## src/rtl/ivl_timer_pkg.sv

```systemverilog
// Package: shared widths and the register word layout for the interval timer.
// Assumes a word of at least two bits; the top bit is always the mode bit.
package ivl_timer_pkg;
    localparam int unsigned WORD_W = 32;

    typedef enum logic {
        MODE_ONESHOT = 1'b0,
        MODE_RELOAD  = 1'b1
    } tmr_mode_e;
endpackage

```

## src/rtl/ivl_timer_core.sv

```systemverilog
// Module: ivl_timer_core
// Holds the count, the reload value and the mode. It loads all three on a
// bus write, decrements while enabled, and emits a one-clock expiry pulse.
// Assumes wr_en is already qualified by cyc/stb/we; reset is synchronous, active low.
module ivl_timer_core
    import ivl_timer_pkg::*;
#(
    parameter int unsigned CNT_W = 31
) (
    input  logic             clk,
    input  logic             rst_n,
    input  logic             run_en,
    input  logic             wr_en,
    input  logic             wr_mode,
    input  logic [CNT_W-1:0] wr_count,
    output logic [CNT_W-1:0] count,
    output tmr_mode_e        mode,
    output logic             tmo
);
    localparam logic [CNT_W-1:0] ONE  = CNT_W'(1);
    localparam logic [CNT_W-1:0] ZERO = '0;

    logic [CNT_W-1:0] reload_q;
    logic             at_one;
    logic             step;

    // Purpose: decode when an enabled edge will expire the count.
    always_comb begin
        at_one = (count == ONE);
        step   = run_en && !wr_en && (count != ZERO);
    end

    // Purpose: count register, reload register and mode, with writes taking priority.
    always_ff @(posedge clk) begin
        if (!rst_n) begin
            count    <= ZERO;
            reload_q <= ZERO;
            mode     <= MODE_ONESHOT;
        end else if (wr_en) begin
            count    <= wr_count;
            reload_q <= wr_count;
            mode     <= tmr_mode_e'(wr_mode);
        end else if (step) begin
            if (at_one && mode == MODE_RELOAD)
                count <= reload_q;
            else
                count <= count - ONE;
        end
    end

    // Purpose: one-clock expiry pulse on the edge that consumes the last tick.
    always_ff @(posedge clk) begin
        if (!rst_n)
            tmo <= 1'b0;
        else
            tmo <= step && at_one;
    end

    a_r4_decrement: assert property (@(posedge clk) disable iff (!rst_n)
        (run_en && !wr_en && count > ONE) |=> (count == $past(count) - ONE));
    a_r5_hold: assert property (@(posedge clk) disable iff (!rst_n)
        (!run_en && !wr_en) |=> ($stable(count) && $stable(mode)));
    a_r7_reload: assert property (@(posedge clk) disable iff (!rst_n)
        (run_en && !wr_en && count == ONE && mode == MODE_RELOAD)
        |=> (count == reload_q && tmo));
    a_r6_rest_at_zero: assert property (@(posedge clk) disable iff (!rst_n)
        (count == ZERO && !wr_en) |=> (count == ZERO && !tmo));
    a_r9_write_wins: assert property (@(posedge clk) disable iff (!rst_n)
        wr_en |=> (count == $past(wr_count)));
endmodule

```

## src/rtl/ivl_timer_bus.sv

```systemverilog
// Module: ivl_timer_bus
// Single-register pipelined bus slave: it decodes writes, acknowledges every
// strobe one clock later, never stalls, and captures read data at the strobe edge.
// Assumes one register only, so no address decode is needed.
module ivl_timer_bus #(
    parameter int unsigned WORD_W = 32
) (
    input  logic              clk,
    input  logic              rst_n,
    input  logic              cyc,
    input  logic              stb,
    input  logic              we,
    input  logic [WORD_W-1:0] status,
    output logic              wr_en,
    output logic              ack,
    output logic              stall,
    output logic [WORD_W-1:0] rdata
);
    logic sel;

    // Purpose: qualify the strobe and derive the write enable.
    always_comb begin
        sel   = cyc && stb;
        wr_en = sel && we;
        stall = 1'b0;
    end

    // Purpose: ack one clock after each strobe, read data captured alongside.
    always_ff @(posedge clk) begin
        if (!rst_n) begin
            ack   <= 1'b0;
            rdata <= '0;
        end else begin
            ack <= sel;
            if (sel)
                rdata <= status;
        end
    end

    a_r3_ack_follows: assert property (@(posedge clk) disable iff (!rst_n)
        (cyc && stb) |=> ack);
    a_r10_no_spurious_ack: assert property (@(posedge clk) disable iff (!rst_n)
        !(cyc && stb) |=> !ack);
endmodule

```

## src/rtl/ivl_timer.sv

```systemverilog
// Module: ivl_timer (top)
// Memory-mapped countdown timer with a one-shot or auto-reload mode. Bit 31 of
// the register word is the mode, and the low bits are the count.
// Assumes run_en is synchronous to clk; tmo may drive an interrupt or a reset.
module ivl_timer
    import ivl_timer_pkg::*;
#(
    parameter int unsigned DATA_W = WORD_W
) (
    input  logic              clk,
    input  logic              rst_n,
    input  logic              run_en,
    input  logic              wb_cyc,
    input  logic              wb_stb,
    input  logic              wb_we,
    input  logic [DATA_W-1:0] wb_dat_i,
    output logic              wb_ack,
    output logic              wb_stall,
    output logic [DATA_W-1:0] wb_dat_o,
    output logic              tmo
);
    localparam int unsigned CNT_W = DATA_W - 1;

    logic             wr_en;
    logic [CNT_W-1:0] count;
    tmr_mode_e        mode;
    logic [DATA_W-1:0] status;

    // Purpose: pack the mode and count into the readable word.
    always_comb status = {mode, count};

    ivl_timer_bus #(.WORD_W(DATA_W)) u_bus (
        .clk    (clk),
        .rst_n  (rst_n),
        .cyc    (wb_cyc),
        .stb    (wb_stb),
        .we     (wb_we),
        .status (status),
        .wr_en  (wr_en),
        .ack    (wb_ack),
        .stall  (wb_stall),
        .rdata  (wb_dat_o)
    );

    ivl_timer_core #(.CNT_W(CNT_W)) u_core (
        .clk      (clk),
        .rst_n    (rst_n),
        .run_en   (run_en),
        .wr_en    (wr_en),
        .wr_mode  (wb_dat_i[DATA_W-1]),
        .wr_count (wb_dat_i[CNT_W-1:0]),
        .count    (count),
        .mode     (mode),
        .tmo      (tmo)
    );

    a_r8_zero_quiet: assert property (@(posedge clk) disable iff (!rst_n)
        (wr_en && wb_dat_i[CNT_W-1:0] == '0) |=> !tmo);
    a_r1_reset_clears: assert property (@(posedge clk)
        !rst_n |=> (!tmo && !wb_ack && count == '0));
endmodule

```

## config.mk

```make
export PLATFORM = sky130hd
export DESIGN_NAME = ivl_timer
export DESIGN_NICKNAME = d
export VERILOG_FILES = /design/src/rtl/ivl_timer_pkg.sv /design/src/rtl/ivl_timer_core.sv /design/src/rtl/ivl_timer_bus.sv /design/src/rtl/ivl_timer.sv
export SDC_FILE = /design/constraint.sdc
export NUM_CORES = 1
export LEC_CHECK = 0
export ABC_AREA = 1
export BUFFER_PORTS_ARGS = -buffer_cell sky130_fd_sc_hd__buf_2
export CORE_ASPECT_RATIO = 1.75
export CORE_MARGIN = 2
export CORE_UTILIZATION = 56
export CTS_CLUSTER_SIZE = 40
export DETAILED_ROUTE_END_ITERATION = 8
export GPL_ROUTABILITY_DRIVEN = 0
export GPL_TIMING_DRIVEN = 0
export MAX_ROUTING_LAYER = met4
export PLACE_DENSITY_LB_ADDON = 0.15
export REMOVE_ABC_BUFFERS = 1
export SLEW_MARGIN = 15
export SYNTH_ARGS = -nofsm -noshare
export SYNTH_HDL_FRONTEND = slang
export SYNTH_SLANG_ARGS = --single-unit
```

## constraint.sdc

```tcl
create_clock -name clk -period 4.87 [get_ports clk]
set_input_delay 1.461 -clock clk [delete_from_list [all_inputs] [get_ports clk]]
set_output_delay 1.461 -clock clk [all_outputs]
set_load 0.03 [all_outputs]
```

Word level (Yosys, flattened, before mapping):

Cells that the tools add are included.

* add/subtract/negate cells: 1
* eq/ne operators: 1
* mux-type cells: 3
* reductions and logical operators: 9

Operator list (count)
* 31-bit 2-to-1 mux: 3
* 31-bit by 1-bit == test with 1-bit output (second input constant): 1
* 31-bit nonzero test: 1
* 31-bit by 1-bit subtractor with 31-bit output (second input constant): 1
* 1-bit logical AND: 6
* 2-bit nonzero test: 1
* 1-bit logical NOT: 1

* register bits: 97
* input bits: 38
* output and inout bits: 35
* word-level logic and storage cells: 20

Logic depth before layout (Yosys ltp):

* depth in word-level cells: 7
* mapped depth: 13
* mapped depth without buffers: 12

By module:

Synthesis repeated with hierarchy kept, for this count alone.

* cells, all modules: 833
* area, all modules: 5285.1 um^2

Modules (own cells, without submodules)
* ivl_timer_core: instances 1, cells an instance 622, area an instance 3918.8 um^2, sequential area each 1281.2 um^2
* ivl_timer_bus: instances 1, cells an instance 211, area an instance 1366.3 um^2, sequential area each 660.6 um^2

Least setup slack after synthesis:

OpenSTA, ideal clock, no wires.

* path type: input to register
* from: input wb_cyc
* to: register u_core.count[22]
* library setup time: 109 ps
* arrival time: 2504 ps
* required time: 4761 ps
* path slack: 2257 ps
* stages on the path: 10
* path buffers: 2
* path through: nand2_1 inv_2 nand2_2 buf_2 buf_1 nand3_1 nand2_1 inv_1 nand2_1 inv_1

* word-level cells in the longest chain between the ends: 6
* elaborated cells between the ends (all ways): 7
* classes of those cells: mux (1); reduce/logical (6)

Ends and longest elaborated chain
* start, declared: line ivl_timer.sv:13 `input logic wb_cyc,`
* 1-bit logical AND *: line ivl_timer_bus.sv:23 `sel = cyc && stb;`
* 1-bit logical AND *: line ivl_timer_bus.sv:24 `wr_en = sel && we;`
* 1-bit logical NOT: line ivl_timer_core.sv:30 `step = run_en && !wr_en && (count != ZERO);`
* 1-bit logical AND (2 in series): line ivl_timer_core.sv:30
* 2-bit nonzero test (no source line)
* end signal, assigned: line ivl_timer_core.sv:40 `count <= wr_count;`
* end signal, assigned: line ivl_timer_core.sv:45 `count <= reload_q;`
* end signal, assigned: line ivl_timer_core.sv:47 `count <= count - ONE;`
* end, declared: line ivl_timer_core.sv:16 `output logic [CNT_W-1:0] count,`

Mark *: on every way between the ends. The rest lies on a longest branch, timed or not.
A chain may end at the register's enable or synchronous reset.

Final worst setup path:

* from: input wb_cyc
* to: register u_core.count[20]

The elaborated chain is that of the path after synthesis.

==> impl_results.md <==
- Final worst clock skew: 0.00775 ns
- Final setup fails: 0
- Count of placed standard cells in the final layout, fillers left out: 934
- Power per cell area: 353 nW/um^2
- Cell count after synthesis: 766
- Final antenna-violating net count: 0
- Setup TNS: 0 ns
- Area share of xor/xnor cells in the synthesized design: 0.0138
- Vertical die dimension: 130 um
- Total number of yosys warnings: 0
- Most common library cell in the layout ignoring fill and taps: nand2_1
- Post-detailed-routing wire length: 13.2 mm
- Area growth from synthesis to final layout: 11.2%
- Most common cell on crit path: nand2_1
- Wire length of the first global-routing pass: 22.0 mm
- PostCTS Resize Cnt: 0
- Area of the core region: 8920 sq um
- Maxcap violations: 0
- Leading cell types in the layout, fill and taps excluded: 201 x nand2_1, 97 x dfxtp_1, 79 x a21oi_1, 78 x inv_1, 72 x nor2_1
- Antenna violations before repair: 0
- PortBufs: 71
- Clock tree from TritonCTS: built
- Number of distinct library cells after synthesis: 30
- Ports: 73
- HPWL after DPL: 8.87 mm
- Total of fill cells in the finished design: 879
- Dominant combinational cell family by area after synthesis: simple AND/OR/NAND/NOR gates
- Kind of start point of the critical path: input pin
- Yosys reg bits: 97
- Worst min-delay path category: flop to flop
- Count of pins over their slew limit: 0
- Largest net degree at the start of global routing: 72
- Static leakage power: 2.72 nW
- Setup Crit Path Kind: input pin to flop
- Worst slew pin tran: 1.18 ns
- Critical path data arrival time: 4.58 ns
- Detailed-route vias per instance: 5.36
- Clock latency of the later-clocked register in the worst-skew pair: 0.35 ns
- Post-place instance area: 5380 sq um
- Fraction of the mapped netlist area in compound gates: 0.171
- Adder-Cell Fraction of Synth Area: 0.00493
- Total global routing overflow: 0
- Register area share after synthesis: 0.383
- Number of hold buffers added after cts: 0
- Post-Syn Area: 5070 sq um
- Number of failing hold endpoints at the final stage: 0
- Die area: 9870 sq um
- Final net count: 850
- Post-CTS Repair Setup Buffers: 0
- Delay-heaviest family, CP: buffers and inverters
- CP Cell Sequence: buf_2 > nand2_1 > inv_2 > nand2_4 > inv_1 > nand2_1 > o21ai_0 > nand2_1 > nand3_1 > nand2_1 > inv_1
- Power, Total: 1.99 mW
- Headroom to the max-slew limit: 0.215
- Worst vdd rail ir drop: 245 uV
- H-tree depth: 3
- Horizontal extent of the die: 76.0 um
- Root buf cell: clkbuf_16
- Synthesized area per cell: 6.62 sq um
- Highest attainable clock frequency: 233 MHz
- Clock buffer count from CTS: 9
- Buffer and inverter count on the worst path: 4
- Sinks on the clock net: 97
- Routed via count: 5,002
- Number of iterations in the first detailed-routing pass: 5
- CP max stage delay: 1.01 ns
- Routed WL per cell: 14.1 um
- Remaining design rule violation count: 0
- Register cell area after layout: 1940 sq um
- Mux contribution to synthesized area: 0
- Area fraction in and, or, nand and nor cells after synthesis: 0.327
- Area of the multi-input gates: 2630 sq um
- Required @ worst endpoint: 5.17 ns
- Fraction of the cycle the final worst path needs: 0.880
- Number of global-route vias before repair: 4,754
- Iteration-0 DRC Markers: 418
- Total GRT Usage: 0.285
- Unrepaired setup endpoints after global routing: false
- Summed area of non-filler cells in the final layout: 5640 sq um
- Layout cell share with drive strength beyond 1: 0.133
- Worst-path clk slew: 0.06 ns
- Starting utilization of the core area: 0.569
- Worst Setup End Kind: flop
- Standard-cell rows: 46
- Placed Instances: 919
- Final critical-path required period: 4.28 ns
- Max FO, Critical Path: 71
- Outcome: finished, final reports clean
- Buffer depth of the longest clock path: 2
- Max stage delay cell, worst path: inv_1
- Antenna Cells: 0
-- power breakdown --
part	internal, mW	switching, mW
Sequential	0.846	0.0478
Combinational	0.143	0.306
Clock	0.354	0.292
-- metrics by stage --
stage	hold WS (ns)	setup slack, ns	util
CTS	0.467	0.515	0.632
global route	0.493	0.0617	0.632
finish	0.467	0.586	0.632
floorplan	0.444	0.927	-
detailed placement	0.459	0.148	0.603
global placement	0.452	-0.238	0.602
-- path summary, 6_finish.rpt --
| path | cells past startpoint | slack, ns | end | start |
|---|---|---|---|---|
| worst max-delay path | 11 | 0.59 | u_core.count[20] | wb_cyc |
| worst min-delay path | 2 | 0.47 | u_core.reload_q[6] | u_core.reload_q[6] |
| worst max register to register | 9 | 2.15 | u_core.count[0] | u_core.count[0] |
| worst min register to register | 2 | 0.47 | u_core.reload_q[6] | u_core.reload_q[6] |
-- per-layer routing --
metal | up-vias | share of wire | track usage
li1 | 2548 | - | -
met1 | 2285 | 0.39 | 0.299
met2 | 129 | 0.53 | 0.517
met3 | 40 | 0.039 | 0.0422
met4 | 0 | 0.034 | 0.152
met5 | - | 0 | -
-- synthesized netlist by cell type (all sizes together) --
| master | instances | area share |
|---|---|---|
| a21boi | 17 | 0.025 |
| a21oi | 79 | 0.078 |
| and2 | 2 | 0.0025 |
| buf | 16 | 0.024 |
| clkbuf | 22 | 0.016 |
| conb | 1 | 0.00074 |
| dfxtp | 97 | 0.38 |
| ha | 2 | 0.0049 |
| inv | 79 | 0.058 |
| nand2 | 210 | 0.16 |
| nand3 | 69 | 0.068 |
| nand3b | 6 | 0.0089 |
| nand4 | 6 | 0.0074 |
| nor2 | 84 | 0.075 |
| nor3 | 2 | 0.0020 |
| o21ai | 64 | 0.063 |
| o21bai | 1 | 0.0037 |
| o31ai | 1 | 0.0015 |
| xor2 | 8 | 0.014 |
-- logic make-up after synthesis --
group,count (synthesis)
AND/OR/NAND/NOR,379
other,1
flip-flops,97
XOR/XNOR,8
adder cells (fa/ha/maj),2
AO/OA/AOI/OAI,162
buffers and inverters,117
-- layout make-up --
cell class | count | area share
Multi-Input combinational cell | 552 | 0.467
Sequential cell | 97 | 0.344
Timing Repair Buffer | 71 | 0.0630
Inverter | 79 | 0.0526
Clock buffer | 11 | 0.0430
Tap cell | 120 | 0.0266
Clock inverter | 4 | 0.00355
-- worst reg2reg max path: stages, from the launching register on --
cell and delay [ns]:
dfxtp_1 0.35, inv_1 0.12, ha_1 0.30, nand2_4 0.12, nor2_8 0.19, nand2_2 0.09, o21bai_4 0.60, nand2_4 0.47
o21ai_0 0.31, a21oi_1 0.07
-- sequential cells by signal, indices dropped and copies added (netlist names) --
signal / count
u_core.reload_q: 31
u_core.mode: 1
u_core.tmo: 1
u_bus.rdata: 32
u_bus.ack: 1
u_core.count: 31
(Power assumes the default switching activity.)
